--- src/rtl/vclk_pkg.sv ---
package vclk_pkg;

  // Level of the serial clock relative to its idle value.
  typedef enum logic {
    LVL_IDLE   = 1'b0,
    LVL_ACTIVE = 1'b1
  } vclk_level_e;

  // Number of system cycles spent in one half-period for a given divider.
  function automatic int unsigned half_cycles(input int unsigned div);
    return div + 1;
  endfunction

endpackage

--- src/rtl/vclk_step_sel.sv ---
module vclk_step_sel #(
  parameter int DIV_W  = 16,
  parameter int PAT_W  = 32,
  parameter int STEP_W = $clog2(PAT_W)
) (
  input  logic              running,
  input  logic [STEP_W-1:0] step_q,
  input  logic              var_en,
  input  logic [PAT_W-1:0]  pattern,
  input  logic [DIV_W-1:0]  div_a,
  input  logic [DIV_W-1:0]  div_b,
  output logic [STEP_W-1:0] sel_idx,
  output logic              sel_bit,
  output logic [DIV_W-1:0]  load_val
);

  localparam logic [STEP_W-1:0] FIRST_STEP = STEP_W'(PAT_W - 1);

  // Index of the half-period about to begin: bit PAT_W-1 at start,
  // otherwise the one after the current step (wrapping modulo PAT_W).
  function automatic logic [STEP_W-1:0] upcoming(input logic run_q,
                                                 input logic [STEP_W-1:0] cur);
    return run_q ? STEP_W'(cur - STEP_W'(1)) : FIRST_STEP;
  endfunction

  function automatic logic [DIV_W-1:0] pick_div(input logic use_b,
                                                input logic [DIV_W-1:0] a,
                                                input logic [DIV_W-1:0] b);
    return use_b ? b : a;
  endfunction

  always_comb begin
    sel_idx  = upcoming(running, step_q);
    sel_bit  = var_en & pattern[sel_idx];
    load_val = pick_div(sel_bit, div_a, div_b);
  end

endmodule

--- src/rtl/vclk_phase_timer.sv ---
module vclk_phase_timer #(
  parameter int DIV_W = 16
) (
  input  logic             clk,
  input  logic             rst_n,
  input  logic             active,
  input  logic [DIV_W-1:0] load_val,
  output logic             running,
  output logic             phase_end
);

  logic [DIV_W-1:0] remain_q;

  always_ff @(posedge clk or negedge rst_n) begin
    if (!rst_n) begin
      running  <= 1'b0;
      remain_q <= '0;
    end else if (!active) begin
      running  <= 1'b0;
      remain_q <= '0;
    end else if (!running) begin
      running  <= 1'b1;
      remain_q <= load_val;
    end else if (remain_q == '0) begin
      remain_q <= load_val;
    end else begin
      remain_q <= remain_q - DIV_W'(1);
    end
  end

  assign phase_end = running & active & (remain_q == '0);

endmodule

--- src/rtl/vclk_edge_gen.sv ---
module vclk_edge_gen #(
  parameter int PAT_W  = 32,
  parameter int STEP_W = $clog2(PAT_W)
) (
  input  logic              clk,
  input  logic              rst_n,
  input  logic              active,
  input  logic              phase_end,
  output logic [STEP_W-1:0] step_q,
  output vclk_pkg::vclk_level_e level_q,
  output logic              lead_q,
  output logic              trail_q
);
  import vclk_pkg::*;

  localparam logic [STEP_W-1:0] FIRST_STEP = STEP_W'(PAT_W - 1);

  always_ff @(posedge clk or negedge rst_n) begin
    if (!rst_n) begin
      step_q  <= FIRST_STEP;
      level_q <= LVL_IDLE;
      lead_q  <= 1'b0;
      trail_q <= 1'b0;
    end else if (!active) begin
      step_q  <= FIRST_STEP;
      level_q <= LVL_IDLE;
      lead_q  <= 1'b0;
      trail_q <= 1'b0;
    end else begin
      lead_q  <= phase_end & (level_q == LVL_IDLE);
      trail_q <= phase_end & (level_q == LVL_ACTIVE);
      if (phase_end) begin
        step_q  <= STEP_W'(step_q - STEP_W'(1));
        level_q <= (level_q == LVL_IDLE) ? LVL_ACTIVE : LVL_IDLE;
      end
    end
  end

endmodule

--- src/rtl/vclk_gen.sv ---
module vclk_gen #(
  parameter int DIV_W = 16,
  parameter int PAT_W = 32
) (
  input  logic             clk,
  input  logic             rst_n,
  input  logic             enable,
  input  logic             run,
  input  logic             var_en,
  input  logic [DIV_W-1:0] div_a,
  input  logic [DIV_W-1:0] div_b,
  input  logic [PAT_W-1:0] pattern,
  input  logic             cpol,
  output logic             sclk,
  output logic             lead_stb,
  output logic             trail_stb
);
  import vclk_pkg::*;

  localparam int STEP_W = $clog2(PAT_W);

  // Named internal events, brought out for the checker.
  logic              active;
  logic              running;
  logic              phase_end;
  logic [STEP_W-1:0] step_idx;
  logic [STEP_W-1:0] sel_idx;
  logic              sel_bit;
  logic [DIV_W-1:0]  load_val;
  vclk_level_e       level_q;

  assign active = enable & run;

  vclk_step_sel #(.DIV_W(DIV_W), .PAT_W(PAT_W), .STEP_W(STEP_W)) u_sel (
    .running (running),
    .step_q  (step_idx),
    .var_en  (var_en),
    .pattern (pattern),
    .div_a   (div_a),
    .div_b   (div_b),
    .sel_idx (sel_idx),
    .sel_bit (sel_bit),
    .load_val(load_val)
  );

  vclk_phase_timer #(.DIV_W(DIV_W)) u_timer (
    .clk      (clk),
    .rst_n    (rst_n),
    .active   (active),
    .load_val (load_val),
    .running  (running),
    .phase_end(phase_end)
  );

  vclk_edge_gen #(.PAT_W(PAT_W), .STEP_W(STEP_W)) u_edge (
    .clk      (clk),
    .rst_n    (rst_n),
    .active   (active),
    .phase_end(phase_end),
    .step_q   (step_idx),
    .level_q  (level_q),
    .lead_q   (lead_stb),
    .trail_q  (trail_stb)
  );

  assign sclk = cpol ^ (level_q == LVL_ACTIVE);

endmodule

--- config.mk ---
export PLATFORM = sky130hd
export DESIGN_NAME = vclk_gen
export DESIGN_NICKNAME = d
export VERILOG_FILES = /design/src/rtl/vclk_pkg.sv /design/src/rtl/vclk_step_sel.sv /design/src/rtl/vclk_phase_timer.sv /design/src/rtl/vclk_edge_gen.sv /design/src/rtl/vclk_gen.sv
export SDC_FILE = /design/constraint.sdc
export NUM_CORES = 1
export LEC_CHECK = 0
export ABC_AREA = 0
export BUFFER_PORTS_ARGS = -buffer_cell sky130_fd_sc_hd__buf_4
export CAP_MARGIN = 10
export CORE_MARGIN = 1
export CORE_UTILIZATION = 40
export DETAILED_ROUTE_END_ITERATION = 12
export PLACE_DENSITY_LB_ADDON = 0.2
export SLEW_MARGIN = 20
export SYNTH_ARGS = -nofsm -noshare
export SYNTH_HDL_FRONTEND = slang
export SYNTH_SLANG_ARGS = --single-unit
--- constraint.sdc ---
create_clock -name clk -period 5.3 [get_ports clk]
set_clock_uncertainty 0.05 [all_clocks]
set_input_delay 0.795 -clock clk [delete_from_list [all_inputs] [get_ports clk]]
set_output_delay 0.795 -clock clk [all_outputs]
set_load 0.1 [all_outputs]
Word-level counts from Yosys, hierarchy flattened
Cells that the tools add are included.
- add/sub/neg operators: 2
- $lt $le $gt $ge: 1
- equality and inequality tests: 1
- multiplexer cells: 15
- bitwise logic cells: 8
- reductions and logical operators: 1
- operators by type and width (cell ; number):
    2-to-1 mux 16 bit ; 4
    zero test 16 bit ; 1
    subtractor 16 x 1 -> 16 bit (second input constant) ; 1
    2-to-1 mux 5 bit ; 3
    2-to-1 mux 1 bit ; 7
    AND 1 bit ; 6
    less-than comparator 5 x 6 -> 1 bit (second input constant) ; 1
    binary-select mux 1 bit (select 5 bit) ; 1
    subtractor 5 x 1 -> 5 bit (second input constant) ; 1
    inequality test 2 bit (second input constant) ; 1
    inverter 1 bit ; 1
    XOR 1 bit ; 1
- bits in registers: 25
- input bits: 70
- output and inout port bits: 3
- word-level logic and storage cells: 34

Depth between registers and ports, before layout
Gate-level depths: netlist (run 1).
- depth after elaboration: 9
- depth in mapped cells: 11
- gate-level depth less buffers: 9

By module
Synthesis (run 1) repeated with hierarchy kept, for this count alone.
- cell total of the unflattened synthesis: 215
- area, all modules: 2123.3 µm²
- modules (own cells, without submodules) (module ; instances ; cells each ; area an instance (µm²) ; seq. area each (µm²)):
    vclk_phase_timer ; 1 ; 105 ; 1022.2 ; 425.4
    vclk_step_sel ; 1 ; 75 ; 685.7 ; 0.0
    vclk_edge_gen ; 1 ; 33 ; 400.4 ; 206.4
    vclk_gen ; 1 ; 2 ; 15.0 ; 0.0

Worst setup path after synthesis (run 1)
OpenSTA, ideal clock, no wires.
- kind: in2out
- start: input cpol
- end: output sclk
- data arrival time: 2211 ps
- data required time: 4455 ps
- path slack: 2244 ps
- stages on the path: 1
- buffers on the path: 0
- path through: xor2_1
- longest elaborated chain between the ends: 1
- RTL lines (element ; RTL line ; RTL):
    start: declaration ; vclk_gen.sv:13 ; input logic cpol,
    XOR 1 bit ; vclk_gen.sv:66 ; assign sclk = cpol ^ (level_q == LVL_ACTIVE);
    end: declaration ; vclk_gen.sv:14 ; output logic sclk,
Every way passes these cells.

Final worst setup path (run 1)
- start: register u_edge.step_q[0]
- end: register u_timer.remain_q[15]
- longest elaborated chain between the ends: 9
- RTL lines (element ; RTL line ; RTL):
    start: declaration ; vclk_edge_gen.sv:9 ; output logic [STEP_W-1:0] step_q,
    start signal: assignment ; vclk_edge_gen.sv:33 ; step_q <= STEP_W'(step_q - STEP_W'(1));
    subtractor 5 x 1 -> 5 bit (*) ; vclk_step_sel.sv:23 ; return run_q ? STEP_W'(cur - STEP_W'(1)) : FIRST_STEP;
    2-to-1 mux 5 bit (*) ; vclk_step_sel.sv:23 ;
    binary-select mux 1 bit (select 5 bit) (*) ; vclk_step_sel.sv:34 ; sel_bit = var_en & pattern[sel_idx];
    2-to-1 mux 1 bit (implied by the code) (*) ; vclk_step_sel.sv:34 ;
    AND 1 bit (*) ; vclk_step_sel.sv:34 ;
    2-to-1 mux 16 bit (*) ; vclk_step_sel.sv:29 ; return use_b ? b : a;
    2-to-1 mux 16 bit ; vclk_phase_timer.sv:24 ; end else if (remain_q == '0) begin
    2-to-1 mux 16 bit (*) ; vclk_phase_timer.sv:21 ; end else if (!running) begin
    2-to-1 mux 16 bit (*) ; vclk_phase_timer.sv:18 ; end else if (!active) begin
    end signal: assignment ; vclk_phase_timer.sv:23 ; remain_q <= load_val;
    end signal: assignment ; vclk_phase_timer.sv:25 ; remain_q <= load_val;
    end signal: assignment ; vclk_phase_timer.sv:27 ; remain_q <= remain_q - DIV_W'(1);
    end: declaration ; vclk_phase_timer.sv:12 ; logic [DIV_W-1:0] remain_q;
Every way passes the cells marked *; elsewhere a longest branch is shown, timed or not. The select of a mux whose other input is x is not followed.
A chain may end at the register's enable or synchronous reset.

==> results of run 1 <==
==> layout make-up <==
cell class,instances,area [µm²]
fill,475,2140
multi-input combinational,178,1250
sequential,25,632
timing repair buffer,73,548
tap,67,83.8
clock buffer,4,45.0
inverter,8,30.0
==> worst max path at each step <==
stage                     cells after the start  slack (ns)                         start                        endpoint
after detailed placement                      9        1.38  u_edge.step_q[0]$_DFFE_PN1P_  u_timer.remain_q[15]$_DFF_PN0_
after global routing                          9        1.10  u_edge.step_q[0]$_DFFE_PN1P_  u_timer.remain_q[15]$_DFF_PN0_
after floorplan                               1        2.24                          cpol                            sclk
after CTS                                     9        1.37  u_edge.step_q[0]$_DFFE_PN1P_  u_timer.remain_q[15]$_DFF_PN0_
after global placement                        9        1.52  u_edge.step_q[0]$_DFFE_PN1P_  u_timer.remain_q[15]$_DFF_PN0_
final                                         9        1.35  u_edge.step_q[0]$_DFFE_PN1P_  u_timer.remain_q[15]$_DFF_PN0_
==> metrics by stage <==
step | util, % | cell area, µm²
5_1_grt | 54.7 | 2580
2_1_floorplan | - | 1960
3_3_place_gp | 53.8 | 2540
4_1_cts | 54.7 | 2580
6_report | 54.7 | 2580
3_5_place_dp | 53.8 | 2540
==> cell families after synthesis <==
family                     synth area share, %
buffers and inverters                     4.71
xor gates and xnor gates                  9.68
muxes                                     6.75
DFF                                       32.2
and+or+nand+nor                           20.0
AOI/OAI and AO/OA                         24.8
adders and majority gates                 1.91
==> synth_stat cells, types with 2 or more instances <==
library cell,number
nor2_1,27
ha_1,3
a31oi_1,3
a211oi_1,9
o311a_1,9
nand2_1,11
nor2b_1,2
buf_2,2
o2111a_1,2
dfrtp_1,20
or3_1,2
dfstp_2,5
nand3_1,11
inv_1,7
clkbuf_1,8
o21ai_0,8
mux4_2,2
a21oi_1,18
or2_2,2
mux2i_1,5
buf_6,2
and2_1,4
o211ai_1,3
o221ai_1,6
xnor2_1,8
xor2_1,10
nor3_1,10
a211o_1,2
and3_1,6
==> flip-flops by register name (all words and copies together), names as in the netlist <==
register / count
u_edge.lead_q: 1
u_edge.level_q: 1
u_edge.step_q: 5
u_edge.trail_q: 1
u_timer.remain_q: 16
u_timer.running: 1
==> layer usage <==
metal	wire, µm	GRT usage (%)	up-vias
met1	2330	27.8	887
met3	453	2.92	4
met5	0	0	-
met4	55	6.10	0
li1	-	-	960
met2	2360	35.2	109
==> power by group <==
part / leakage (nW) / total (W) / switching (W) / internal (W)
Sequential: 0.322 / 0.000211 / 0.0000109 / 0.000201
Combinational: 0.887 / 0.000158 / 0.0000810 / 0.0000772
Clock: 0.0228 / 0.000116 / 0.0000618 / 0.0000538
Total: 1.23 / 0.000485 / 0.000154 / 0.000332
==> worst reg2reg max path, cell delays in order (launching register included) <==
cell and delay, ns:
dfstp_2 0.73, inv_2 0.14, ha_1 0.32, xor2_2 0.37, mux4_2 0.36, o211ai_1 0.24, a21oi_1 0.11, o31ai_4 0.67
and2_1 0.64, a311o_1 0.27
==> out/qor.yml, run 1 <==
outcome: "complete, no violations"
final_hold_viol_count: 0
cellPowerDensity_nw_per_um2: 188
io_pins: 73
drc: 0
first_pass_iters: 5
async_reset_ff_share_pct: 100
worst_slew_pin_slew_ns: 0.788
worstSetupEndpointType: "flop"
synth_cell_types: 45
ys_seq_area_share_pct: 32.2
setup_slack_ns: 1.35
rows: 25
setup_violations: 0
dpl_worst_slack_ns: 1.38
cts-root-buf: "clkbuf_8"
rr_worst_depth: 9
cts_tree: "yes"
rr_startpoint: "u_edge.step_q[0]$_DFFE_PN1P_"
numPortBuffers: 72
min_period_over_period_pct: 74.5
dieArea_um2: 5200
start_util_pct: 41.6
clk-insertion-delay-late_ns: 0.27
fmax_mhz: 253
grt_max_degree: 37
cts_resized: 0
overflow: 0
syn-cell-area_um2: 1960
area_growth_pct: 31.6
yosys_most_used_dff: "dfrtp_1"
power_leakage_nw: 1.23
min_period_ns: 3.95
numCtsBuffers: 3
arrival_ns: 4.11
place.gp.congestion: 0.902
cts_max_level: 1
via_count: 1960
final_common_cell: "buf_4"
nets: 362
die_w_um: 72.1
grt_use_total_pct: 20.8
cts.sinks: 25
crit_buf_inv: 1
max-slew-margin-rel_pct: 47.5
reg2reg_to: "u_timer.remain_q[15]$_DFF_PN0_"
max_stage_delay_ns: 0.73
maxCapViolCount: 0
wire_per_inst_um: 14.6
cp_cell_sequence: "inv_2 -> ha_1 -> xor2_2 -> mux4_2 -> o211ai_1 -> a21oi_1 -> o31ai_4 -> and2_1 -> a311o_1"
worst_path_max_delay_cell: "dfstp_2"
cts_setup_buffers: 0
startpoint_type: "flop"
dp_cells: 351
yosys-top-cells-area: "dfrtp_1 25%, dfstp_2 6.7%, nor2_1 5.2%, a21oi_1 4.6%, o311a_1 4.6%"
synth_top_area_share_pct: 25.5
syn_inst: 223
drt_iter0_markers: 115
hold_class: "input pin to async pin"
worst_ir_drop_vdd_mv: 0.0859
ys_ff_latch: 25
rsz0062_at_grt: "false"
tns_ns: 0
fin_hold_ws_ns: 0.361
routed_wl_mm: 5.20
holdBufCountCts: 0
diodes: 0
synth_edf_count: 0
drv_slew: 0
ys_warn_count: 0
drive_above_1_share_pct: 32.3
syn_nets: 296
drt.antenna.violating_nets: 0
cp.required_ns: 5.46
fin_cells: 355
worstPathMaxFanout: 17
antenna_found_initial: 0
path_delay_family: "compound AO/OA/AOI/OAI gates"
clkTransAtPathRegs_ns: 0.09
clockBufferDepth: 2
r2r_setup_slack_ns: 1.35
syn_avg_cell_area_um2: 8.81
core_area_um2: 4720
crit_type: "flop to flop"
synth_area_leader_cell: "dfrtp_1"
viasPerCell: 5.52
place_hpwl_mm: 3.84
power.total_w: 0.000485
grt_pass1_vias: 1916
layout_common_cells: "73 x buf_4, 27 x nor2_1, 20 x dfrtp_1"
die_h_um: 72.1
grt_pass1_wl_mm: 8.60
(Power assumes the default switching activity.)
==> inputs of run 2 (changes only) <==
==> constraint.sdc (replaced) <==
create_clock -name clk -period 3.55 [get_ports clk]
set_clock_uncertainty 0.05 [all_clocks]
set_input_delay 0.5325 -clock clk [delete_from_list [all_inputs] [get_ports clk]]
set_output_delay 0.5325 -clock clk [all_outputs]
set_load 0.1 [all_outputs]
==> out/qor.yml, run 2 (synthesis gave the netlist of run 1 again) <==
outcome: "complete, no violations"
rsz0062_at_grt: "false"
cts.sinks: 25
hold_class: "input pin to async pin"
regArea_um2: 632
setup_violations: 0
worst_slew_pin_slew_ns: 0.603
worst_ir_drop_vdd_mv: 0.149
grt_pass1_wl_mm: 8.63
min_period_over_period_pct: 88.5
cts-root-buf: "clkbuf_8"
largest_reg_flops: 16
via_count: 1986
tns_ns: 0
grt_use_total_pct: 20.7
core_area_um2: 4720
drc: 0
start_util_pct: 41.6
drt.antenna.violating_nets: 0
cts_setup_buffers: 0
cts_tree: "yes"
cts_resized: 0
arrival_ns: 3.31
power_leakage_nw: 1.24
wire_per_inst_um: 14.4
antenna_found_initial: 0
place_hpwl_mm: 3.91
dieArea_um2: 5200
grt_pass1_vias: 1922
die_h_um: 72.1
top_register: "u_timer.remain_q"
numCtsBuffers: 3
min_period_ns: 3.14
setup_slack_ns: 0.409
fmax_mhz: 318
routed_wl_mm: 5.15
drive_above_1_share_pct: 33.0
place.gp.congestion: 0.908
numPortBuffers: 72
io_pins: 73
nets: 365
diodes: 0
fill_cells: 452
final_common_cell: "buf_4"
first_pass_iters: 4
multiInputGateArea_um2: 1250
overflow: 0
crit_type: "flop to flop"
area_growth_pct: 32.7
rows: 25
grt_max_degree: 29
die_w_um: 72.1
drv_slew: 0
max-slew-margin-rel_pct: 59.8
drt_iter0_markers: 83
clkTransAtPathRegs_ns: 0.09
cts_max_level: 1
layout_common_cells: "76 x buf_4, 27 x nor2_1, 20 x dfrtp_1"
viasPerCell: 5.55
worstPathMaxFanout: 16
dpl_worst_slack_ns: 0.449
holdBufCountCts: 0
clockBufferDepth: 2
startpoint_type: "flop"
cp.required_ns: 3.72
cellPowerDensity_nw_per_um2: 278
maxCapViolCount: 0
worstSetupEndpointType: "flop"
final_hold_viol_count: 0
final_util_pct: 55.2
clk-insertion-delay-late_ns: 0.28
top_regs: "u_timer.remain_q: 16 flops, u_edge.step_q: 5 flops"
run 2: changes by cell type in the layout (fill, tap and decap cells not counted), sizes merged:
cell,before,now
buf,73,76
run 2: layer usage:
| metal | part of all wire, % | vias up | GRT usage (%) |
|---|---|---|---|
| li1 | - | 969 | - |
| met1 | 46 | 924 | 28.2 |
| met2 | 46 | 88 | 34.1 |
| met3 | 7.2 | 5 | 2.92 |
| met4 | 1.0 | 0 | 6.75 |
| met5 | 0 | - | 0 |
run 2: stage by stage:
step | std cells | power [W] | cell area, µm² | hold WS, ns
floorplan | 223 | 0.000463 | 1960 | 0.187
global placement | 354 | 0.000556 | 2560 | 0.405
detailed placement | 354 | 0.000558 | 2560 | 0.403
CTS | 358 | 0.000729 | 2610 | 0.100
global route | 358 | 0.000766 | 2610 | 0.117
finish | 358 | 0.000725 | 2610 | 0.0877
run 2: cell type report:
class | count | share of cell area [%]
inverter | 8 | 1.15
multi-input combinational | 178 | 47.8
clock buffer | 4 | 1.73
tap | 67 | 3.21
sequential | 25 | 24.2
timing repair buffer | 76 | 21.9
run 2: worst paths after layout:
check                                                   from                        endpoint  slack, ns  depth (start not counted)
max in group asynchronous                              rst_n    u_edge.step_q[2]$_DFFE_PN1P_       3.05                          1
worst max register to register  u_edge.step_q[0]$_DFFE_PN1P_  u_timer.remain_q[15]$_DFF_PN0_       0.41                          9
worst min-delay path                                   rst_n  u_timer.remain_q[12]$_DFF_PN0_       0.09                          1
worst min register to register  u_edge.step_q[1]$_DFFE_PN1P_    u_edge.step_q[1]$_DFFE_PN1P_       0.48                          2
min in group clk                                   div_a[15]  u_timer.remain_q[15]$_DFF_PN0_       0.46                          2
worst max-delay path            u_edge.step_q[0]$_DFFE_PN1P_  u_timer.remain_q[15]$_DFF_PN0_       0.41                          9
run 2: worst max-delay path, stage by stage (launching register included):
cell and delay, ns:
dfstp_2 0.54, inv_2 0.07, ha_1 0.30, xor2_2 0.36, mux4_2 0.36, o211ai_1 0.22
a21oi_1 0.11, o31ai_4 0.27, and2_1 0.55, a311o_1 0.27
run 2: power breakdown:
part / internal [W] / switching (W) / leakage (nW)
clock: 0.0000805 / 0.0000920 / 0.0228
sequential: 0.000299 / 0.0000153 / 0.322
combinational: 0.000117 / 0.000121 / 0.900
==> inputs of run 3 (changes only) <==
--- a/config.mk
+++ b/config.mk
@@ -6,10 +6,11 @@
 export NUM_CORES = 1
 export LEC_CHECK = 0
 export ABC_AREA = 0
+export ABC_CLOCK_PERIOD_IN_PS = 3550
 export BUFFER_PORTS_ARGS = -buffer_cell sky130_fd_sc_hd__buf_4
 export CAP_MARGIN = 10
 export CORE_MARGIN = 1
-export CORE_UTILIZATION = 40
+export CORE_UTILIZATION = 45
 export DETAILED_ROUTE_END_ITERATION = 12
 export PLACE_DENSITY_LB_ADDON = 0.2
 export SLEW_MARGIN = 20
==> constraint.sdc (replaced) <==
create_clock -name clk -period 3.55 [get_ports clk]
set_clock_uncertainty 0.05 [all_clocks]
set_input_delay 0.1775 -clock clk [delete_from_list [all_inputs] [get_ports clk]]
set_output_delay 0.1775 -clock clk [all_outputs]
set_load 0.1 [all_outputs]
==> out/qor.yml, run 3 (synthesis gave the netlist of run 1 again) <==
drt.antenna.violating_nets: 0
numPortBuffers: 72
max_stage_delay_ns: 0.55
cellPowerDensity_nw_per_um2: 281
dieArea_um2: 4630
fmax_mhz: 319
numCtsBuffers: 3
area_growth_pct: 32.5
layout_common_cells: "77 x buf_4, 27 x nor2_1, 20 x dfrtp_1"
top_regs: "u_timer.remain_q: 16 flops, u_edge.step_q: 5 flops"
place.gp.congestion: 0.923
whs_path_depth: 2
drive_above_1_share_pct: 33.1
wire_per_inst_um: 15.6
hold_end: "u_timer.remain_q[4]$_DFF_PN0_"
power.total_w: 0.000732
grt_pass1_vias: 1962
drc: 0
crit_type: "flop to flop"
rr_worst_depth: 10
cts-root-buf: "clkbuf_8"
final_hold_viol_count: 0
hold_class: "input pin to flop"
tns_ns: 0
routed_wl_mm: 5.37
grt_use_total_pct: 24.9
setup_violations: 0
io_pins: 73
antenna_found_initial: 0
place_hpwl_mm: 4.06
rows: 23
hold_start: "div_b[4]"
maxCapViolCount: 0
clockBufferDepth: 2
cts.sinks: 25
setup_slack_ns: 0.413
clkTransAtPathRegs_ns: 0.09
min_period_ns: 3.14
final_common_cell: "buf_4"
nets: 367
top_register: "u_timer.remain_q"
cts_tree: "yes"
core_area_um2: 4090
start_util_pct: 48.1
worst_path_max_delay_cell: "dfstp_2"
arrival_ns: 3.30
grt_pass1_wl_mm: 8.66
postPlaceCellArea_um2: 2550
die_h_um: 68.1
r2r_setup_slack_ns: 0.41
die_w_um: 68.1
via_count: 1998
first_pass_iters: 4
drt_iter0_markers: 131
worstSetupEndpointType: "flop"
cp_cell_sequence: "inv_2 -> ha_1 -> xor2_2 -> mux4_2 -> o211ai_1 -> a21oi_1 -> o31ai_4 -> and2_1 -> buf_4 -> a311o_1"
dpl_worst_slack_ns: 0.431
power_leakage_nw: 1.25
outcome: "complete, no violations"
rr_startpoint: "u_edge.step_q[0]$_DFFE_PN1P_"
cp.required_ns: 3.71
startpoint_type: "flop"
worst_slew_pin_slew_ns: 0.614
reg2reg_to: "u_timer.remain_q[15]$_DFF_PN0_"
cts_resized: 0
viasPerCell: 5.83
clk-insertion-delay-late_ns: 0.28
overflow: 0
largest_reg_flops: 16
worstPathMaxFanout: 9
worst_ir_drop_vdd_mv: 0.153
rsz0062_at_grt: "false"
grt_max_degree: 36
final_area_um2: 2600
cts_max_level: 1
min_period_over_period_pct: 88.4
diodes: 0
max-slew-margin-rel_pct: 59.0
drv_slew: 0
[run 3: how the worst max path moves through the flow]
stage                                            start                        endpoint  slack (ns)  cells after the start
after CTS                 u_edge.step_q[0]$_DFFE_PN1P_  u_timer.remain_q[15]$_DFF_PN0_        0.41                     10
after global routing      u_edge.step_q[0]$_DFFE_PN1P_  u_timer.remain_q[15]$_DFF_PN0_        0.22                     10
after detailed placement  u_edge.step_q[0]$_DFFE_PN1P_  u_timer.remain_q[15]$_DFF_PN0_        0.43                     10
after global placement    u_edge.step_q[0]$_DFFE_PN1P_  u_timer.remain_q[15]$_DFF_PN0_        0.59                     10
after floorplan           u_edge.step_q[0]$_DFFE_PN1P_  u_timer.remain_q[13]$_DFF_PN0_        0.72                     10
final                     u_edge.step_q[0]$_DFFE_PN1P_  u_timer.remain_q[15]$_DFF_PN0_        0.41                     10
[run 3: metrics by stage]
step / utilization, % / std cells / hold WS (ns)
CTS: 63.7 / 343 / 0.101
finish: 63.7 / 343 / 0.108
global placement: 62.4 / 338 / 0.0546
floorplan: - / 223 / -0.168
detailed placement: 62.4 / 338 / 0.0565
global route: 63.7 / 343 / 0.108
[run 3: cell type report]
| type | instances | area [µm²] |
|---|---|---|
| fill | 366 | 1480 |
| multi-input combinational | 178 | 1250 |
| sequential | 25 | 632 |
| timing repair buffer | 78 | 588 |
| tap | 50 | 62.6 |
| clock buffer | 4 | 45.0 |
| inverter | 8 | 30.0 |
[run 3: power breakdown]
group          internal (W)  switching (W)  leakage, nW
sequential         0.000299      0.0000151        0.322
clock             0.0000806      0.0000940       0.0228
combinational      0.000119       0.000123        0.909
total              0.000499       0.000232         1.25
[run 3: critical path, delay by kind of cell (launching register included)]
kind	cells	cell delay, ns
buffers and inverters	2	0.31
AND/OR/NAND/NOR	1	0.37
AO/OA/AOI/OAI	4	0.78
multiplexers	1	0.37
adder cells (fa/ha/maj)	1	0.30
XOR/XNOR	1	0.36
flip-flops	1	0.55
[run 3: what timing repair did]
action,in CTS,in global routing
setup buffers,0,0
hold buffers,1,0
hold endpoints to repair,20,0
[run 3: metal layers]
| layer | track usage, % | vias up | wire length [µm] |
|---|---|---|---|
| met2 | 42.9 | 65 | 2630 |
| met1 | 31.9 | 943 | 2360 |
| met4 | 7.81 | 0 | 110 |
| met3 | 3.33 | 11 | 267 |
| met5 | 0 | - | 0 |
| li1 | - | 979 | - |
